**src/rtl/burst_pkg.sv**
```systemverilog
package burst_pkg;

  localparam int unsigned BEAT_W = 2;

  typedef logic [BEAT_W-1:0] beat_t;

  typedef enum logic {
    ORD_LINEAR = 1'b0,
    ORD_XOR    = 1'b1
  } order_e;

  typedef enum logic [1:0] {
    OP_HOLD  = 2'd0,
    OP_LOAD  = 2'd1,
    OP_STEP  = 2'd2,
    OP_CLEAR = 2'd3
  } op_e;

  // Reset wins over everything, then the clock enable, then load/advance.
  function automatic op_e decode_op(input logic rst, input logic en_n,
                                    input logic ld_n);
    if (rst)       return OP_CLEAR;
    else if (en_n) return OP_HOLD;
    else if (!ld_n) return OP_LOAD;
    else           return OP_STEP;
  endfunction

endpackage

```
**src/rtl/burst_beat_ctr.sv**
```systemverilog
module burst_beat_ctr
  import burst_pkg::*;
(
  input  logic  clk,
  input  op_e   op,
  output beat_t beat
);

  always_ff @(posedge clk) begin
    case (op)
      OP_CLEAR, OP_LOAD: beat <= '0;
      OP_STEP:           beat <= beat + 1'b1;
      default:           beat <= beat;
    endcase
  end

  // one step per advance, modulo four
  p_step_mod4_r3: assert property (@(posedge clk) disable iff (op == OP_CLEAR)
    (op == OP_STEP) |=> (beat == beat_t'($past(beat) + 1'b1)));

  // any load restarts the beat index
  p_load_restart_r9: assert property (@(posedge clk) disable iff (op == OP_CLEAR)
    (op == OP_LOAD) |=> (beat == '0));

endmodule

```
**src/rtl/burst_base_reg.sv**
```systemverilog
module burst_base_reg
  import burst_pkg::*;
#(
  parameter int unsigned ADDR_W = 17
) (
  input  logic              clk,
  input  op_e               op,
  input  logic [ADDR_W-1:0] ext_addr,
  output logic [ADDR_W-1:0] base
);

  always_ff @(posedge clk) begin
    case (op)
      OP_CLEAR: base <= '0;
      OP_LOAD:  base <= ext_addr;
      default:  base <= base;
    endcase
  end

  // the base address changes only on a load
  p_base_kept_r7: assert property (@(posedge clk) disable iff (op == OP_CLEAR)
    (op == OP_STEP || op == OP_HOLD) |=> $stable(base));

endmodule

```
**src/rtl/burst_lo_map.sv**
```systemverilog
module burst_lo_map
  import burst_pkg::*;
(
  input  beat_t  seed,
  input  beat_t  beat,
  input  order_e ord,
  output beat_t  lo
);

  beat_t xor_lo;
  beat_t lin_lo;

  for (genvar i = 0; i < BEAT_W; i++) begin : g_xbit
    assign xor_lo[i] = seed[i] ^ beat[i];
  end

  assign lin_lo = seed + beat;
  assign lo     = (ord == ORD_XOR) ? xor_lo : lin_lo;

  // beat zero always presents the seed, in either order
  always_comb begin
    if (beat == '0) begin
      p_seed_first_r4: assert (lo == seed);
    end
  end

endmodule

```
**src/rtl/burst_addr_gen.sv**
```systemverilog
module burst_addr_gen
  import burst_pkg::*;
#(
  parameter int unsigned ADDR_W = 17
) (
  input  logic              clk,
  input  logic              rst,
  input  logic              clk_en_n,
  input  logic              ld_n,
  input  logic              mode_il,
  input  logic [ADDR_W-1:0] ext_addr,
  output logic [ADDR_W-1:0] addr_o,
  output logic [1:0]        beat_o
);

  localparam int unsigned HI_W = ADDR_W - BEAT_W;

  op_e               op;
  beat_t             beat_q;
  beat_t             lo;
  logic [ADDR_W-1:0] base_q;
  order_e            ord;

  assign op  = decode_op(rst, clk_en_n, ld_n);
  assign ord = order_e'(mode_il);

  burst_beat_ctr u_beat (
    .clk  (clk),
    .op   (op),
    .beat (beat_q)
  );

  burst_base_reg #(.ADDR_W(ADDR_W)) u_base (
    .clk      (clk),
    .op       (op),
    .ext_addr (ext_addr),
    .base     (base_q)
  );

  burst_lo_map u_map (
    .seed (base_q[BEAT_W-1:0]),
    .beat (beat_q),
    .ord  (ord),
    .lo   (lo)
  );

  assign addr_o = {base_q[ADDR_W-1:BEAT_W], lo};
  assign beat_o = beat_q;

  // reset clears both outputs
  p_clear_r1: assert property (@(posedge clk)
    rst |=> (addr_o == '0 && beat_o == '0));

  // a load presents the sampled address at beat zero
  p_load_r2: assert property (@(posedge clk) disable iff (rst)
    (!clk_en_n && !ld_n) |=> (addr_o == $past(ext_addr) && beat_o == '0));

  // a high clock enable freezes the outputs
  p_freeze_r8: assert property (@(posedge clk) disable iff (rst)
    clk_en_n |=> ($stable(addr_o) && $stable(beat_o)));

  // advancing never disturbs the upper address bits
  p_upper_fixed_r7: assert property (@(posedge clk) disable iff (rst)
    (!clk_en_n && ld_n) |=>
      (addr_o[ADDR_W-1:BEAT_W] == $past(addr_o[ADDR_W-1:BEAT_W])));

  // the beat after the fourth access is the loaded address again
  p_wrap_r6: assert property (@(posedge clk) disable iff (rst)
    (!clk_en_n && ld_n && beat_o == 2'd3) |=>
      (addr_o == base_q && beat_o == '0));

  if (HI_W < 1) begin : g_bad_width
    initial p_width_ok: assert (0);
  end

endmodule

```
**config.mk**
```make
export PLATFORM = sky130hd
export DESIGN_NAME = burst_addr_gen
export DESIGN_NICKNAME = d
export VERILOG_FILES = /design/src/rtl/burst_pkg.sv /design/src/rtl/burst_beat_ctr.sv /design/src/rtl/burst_base_reg.sv /design/src/rtl/burst_lo_map.sv /design/src/rtl/burst_addr_gen.sv
export SDC_FILE = /design/constraint.sdc
export NUM_CORES = 1
export LEC_CHECK = 0
export ABC_CLOCK_PERIOD_IN_PS = 4500
export CAP_MARGIN = 20
export CORE_UTILIZATION = 42
export CTS_CLUSTER_SIZE = 10
export DETAILED_ROUTE_END_ITERATION = 8
export GPL_TIMING_DRIVEN = 0
export PLACE_DENSITY = 0.83
export SYNTH_ARGS = -nofsm -noshare
export SYNTH_HDL_FRONTEND = slang
export SYNTH_HIERARCHICAL = 1
export SYNTH_SLANG_ARGS = --single-unit
```
**constraint.sdc**
```tcl
create_clock -name clk -period 4.5 [get_ports clk]
set_input_delay 0.9 -clock clk [delete_from_list [all_inputs] [get_ports clk]]
set_output_delay 0.9 -clock clk [all_outputs]
set_load 0.03 [all_outputs]
```
# [Word level (Yosys, flattened, before mapping)]
# Cells that the tools add are included.
[word_totals] reg_bits=19 mem_bits_ro=0 word_cells=18 ram_bits=0 n_memories=0 latchBits=0 inputBits=22 output_inout_bits=19
[op_classes] n_mul=0 reduce_logical=3 n_mux=6 eq_ne=3 bitwise=2 n_addsub=2 div=0 shifts=0 order_cmp=0
[ops] operator="$pmux W17 S2" count=1
[ops] operator="$mux W2" count=4
[ops] operator="$eq A2 B2 Y1 const B" count=2
[ops] operator="$pmux W2 S2" count=1
[ops] operator="$reduce_bool A2 Y1" count=2
[ops] operator="$add A2 B1 Y2 const B" count=1
[ops] operator="$add A2 B2 Y2" count=1
[ops] operator="$eq A2 B1 Y1 const B" count=1
[ops] operator="$reduce_or A2 Y1" count=1
[ops] operator="$xor A1 B1 Y1" count=2

# [Longest topological paths before layout]
[depth] word_depth=6 ltp_mapped=4 depth_no_buf=4

# [Hierarchy]
# The synthesis kept the hierarchy.
[by_module_without_submodules] mod="burst_base_reg" area_per_inst_um2=694.4 instances=1 cells_each=37 seq_area_each_um2=510.5
[by_module_without_submodules] mod="burst_beat_ctr" area_per_inst_um2=88.8 instances=1 cells_each=7 seq_area_each_um2=60.1
[by_module_without_submodules] mod="burst_lo_map" area_per_inst_um2=36.3 instances=1 cells_each=4 seq_area_each_um2=0.0
[by_module_without_submodules] mod="burst_addr_gen" area_per_inst_um2=18.8 instances=1 cells_each=3 seq_area_each_um2=0.0

# [Worst setup path before layout]
# No wires, ideal clock.
[synth_timing] kind="input to output" startpoint="in mode_il" endpoint="out addr_o[1]" cell_stages=2 t_arrival_ns=1.460 required_ns=3.600 path_slack_ns=2.140 path_buffers=0 path_cell_list="nor2b_1 > xnor2_1"
[synth_via] elab_chain_cells=1
[synth_rtl] item="start, declared" line="burst_addr_gen.sv:10" source="input logic mode_il,"
[synth_rtl] item="$mux W2" line="burst_lo_map.sv:18" source="assign lo = (ord == ORD_XOR) ? xor_lo : lin_lo;"
[synth_rtl] item="end, declared" line="burst_addr_gen.sv:12" source="output logic [ADDR_W-1:0] addr_o,"
# No other way between the ends.

# [Worst setup path after layout]
# Ends and elaborated chain as after synthesis.

==> results by group <==
STA
  • Max-slew violations: 0
  • Final Hold Vio Count: 0
  • Final worst-path cycle share: 69.8%
  • Setup violators final: 0
  • Tmin final: 3.14 ns
  • Worst-Margin Slew: 0.862 ns
  • Fmax: 318 MHz
  • Slew headroom: 42.6%
  • RSZ-0062 raised after global routing: false
  • Post-Route Skew: 0.000389 ns
  • Total negative slack: 0 ns
  • Hold_ws: 0.647 ns

Hold path
  • HP Start: u_beat/beat[0]
  • HP Class: reg2reg

Drt
  • Iter 0 DRT Violations: 1
  • Vias per inst: 4.68
  • Drt wl/cell: 12.6 um
  • Routed met1 length: 571 um
  • Metal2 WL: 876 um
  • DRT Pass-1 Iters: 3
  • Met3 wire length: 60 um
  • Routed wire length: 1510 um
  • Drc violations: 0
  • Via count: 561
  • ANT nets after route: 0
  • Top Layer Used: met3

Die
  • Die Height: 46.7 um
  • Die width: 46.7 um
  • Initial core utilization: 46.5%
  • Placement Rows: 15
  • Core area: 1800 sq um
  • Die ar.: 2180 sq um
  • IO Pins: 41

Critical path
  • Crit-path cells: clkdlybuf4s50_1 -> nor2b_1 -> xnor2_1 -> clkdlybuf4s50_1
  • CP max FO: 1
  • Crit path kind: in2out
  • CP endpoint kind: primary output
  • Bufs and invs on worst path: 2
  • Launch point of the worst path: mode_il
  • Delay-heaviest family, CP: buffers and inverters
  • Max incr delay on CP: 0.68 ns
  • Startpoint types: input port
  • Crit path top cell by count: clkdlybuf4s50_1
  • Reg2reg setup slack: 3.54 ns
  • CP max-delay cell: clkdlybuf4s50_1
  • CP required: 3.60 ns
  • Reg2reg start: u_beat/beat[0]
  • Worst EP arrival: 2.24 ns

Clocking
  • TritonCTS clock tree: done
  • Clock Path Buffers: 2
  • Postcts setup bufs: 0
  • CTS buffer count: 3
  • Sink Count: 19
  • CTS H-tree lvls: 1
  • Hold-fix buffers, CTS: 0
  • Post-cts gate resize count: 0
  • Clk root buf: clkbuf_4
  • Clock slew seen by the registers of the worst setup and hold paths: 0.11 ns
  • Clock latency on the worst-skew pair: 0.28 ns

Global route
  • Largest net degree at the start of global routing: 18
  • Total gr overflow: 0
  • Antenna violations before repair: 0
  • First-pass GRT wire length: 2210 um
  • Vias in the first global route: 554
  • Total GRT Usage: 14.5%

Yosys
  • Warnings from Yosys: 6
  • Syn Std Cell Area: 838 sq um
  • Ranking of synthesized cells by instance count: edfxtp_1 (19), and3b_1 (10), and3b_2 (7)
  • Synth Register Bits: 19
  • Count leader, synth: edfxtp_1
  • Synth area leaders: edfxtp_1 (68%), and3b_1 (10%), and3b_2 (8.4%)
  • Post-synthesis async set-or-reset flop share: 0%
  • Synth area leader: edfxtp_1
  • Syn_nets: 74
  • Seq/Total Area, Yosys: 68.1%
  • Mapped Cells: 51
  • Synth cell types: 14
  • Post-synth EDFFs: 19
  • Post-synth top flop: edfxtp_1
  • Synth top area share: 68.1%
  • Syn_area_per_cell: 16.4 sq um

Power
  • P_sw: 0.114 mW
  • Maximum vdd drop: 247 uV
  • Switching Fraction: 27.2%
  • Power share of the combinational group: 28.1%
  • Sequential share of power: 52.4%
  • Clk pwr share: 19.5%
  • P per Cell Area: 323 nW/um^2
  • Int Pwr: 0.305 mW
  • Leakage power: 0.540 nW

Cells and area
  • Layout area overhead: 54.8%
  • Diodes inserted: 0
  • Filler cells: 140
  • Layout cell share with drive strength beyond 1: 14.7%
  • Reg area: 571 sq um
  • Multi-input gate area: 238 sq um
  • Nets@finish: 119
  • Fin area: 1300 sq um

Placement
  • Post-DP HPWL: 1170 um
  • Gpl congestion: 0.653
  • Placed Area: 1270 sq um
  • IO Port Bufs: 40

Run
  • Max Cap Viol: 0

Run status
  • Run status: finished clean
worst reg2reg max path: stages (launching register included):
cell and delay [ns]:
edfxtp_1 0.46, xnor2_1 0.20, nor2_1 0.07
power by group through the flow:
stage / Combinational (mW) / Sequential [mW] / Clock (mW)
finish: 0.118 / 0.219 / 0.0816
detailed placement: 0.119 / 0.224 / 0
CTS: 0.119 / 0.220 / 0.0838
global placement: 0.117 / 0.223 / 0
floorplan: 0.0319 / 0.254 / 0
global route: 0.125 / 0.221 / 0.0910
final timing paths:
check | endpoint | depth (start not counted)
setup reg to reg | u_beat/beat[1] | 2
hold / removal | u_beat/beat[0] | 1
setup / recovery | addr_o[1] | 4
hold reg to reg | u_beat/beat[0] | 1
registers in the layout (all words and copies together), names as in the netlist:
signal	cells
u_beat/beat	2
u_base/base	17
cell families after synthesis:
group	share of synthesized area [%]
buffers and inverters	3.58
flip-flops	68.1
adder cells (fa/ha/maj)	1.49
AND/OR/NAND/NOR	21.9
XOR/XNOR	3.13
AO/OA/AOI/OAI	1.79
per-stage QoR:
stage          util [%]  instances  worst slack, ns  power [mW]
6_report           72.0        120             1.36       0.419
5_1_grt            72.0        120             1.28       0.437
4_1_cts            72.0        120             1.35       0.422
3_5_place_dp       70.5        116             1.36       0.342
3_3_place_gp       70.5        116             1.36       0.339
2_1_floorplan         -         51             2.14       0.285
layer usage:
layer | global-route usage (%) | up-vias
li1 | - | 277
met1 | 15.4 | 267
met2 | 29.7 | 17
met3 | 1.18 | 0
met4 | 3.43 | 0
met5 | 0 | -
cell type report:
class                           instances  share of cell area, %
Tap cell                               25                   2.41
Clock buffer                            3                   1.74
Timing Repair Buffer                   40                   30.9
Inverter                                1                  0.289
Sequential cell                        19                   44.0
Buffer                                  3                   2.03
Clock inverter                          1                  0.386
Multi-Input combinational cell         28                   18.3
layout by cell type (no fill, tap or decap), types with 2 or more instances in the layout:
master	instances
buf_6	2
and3b_2	7
edfxtp_1	19
clkdlybuf4s50_1	40
nor2_1	2
xnor2_1	3
clkbuf_4	3
and3b_1	10
No activity file was read; power rests on OpenSTA's default activity.
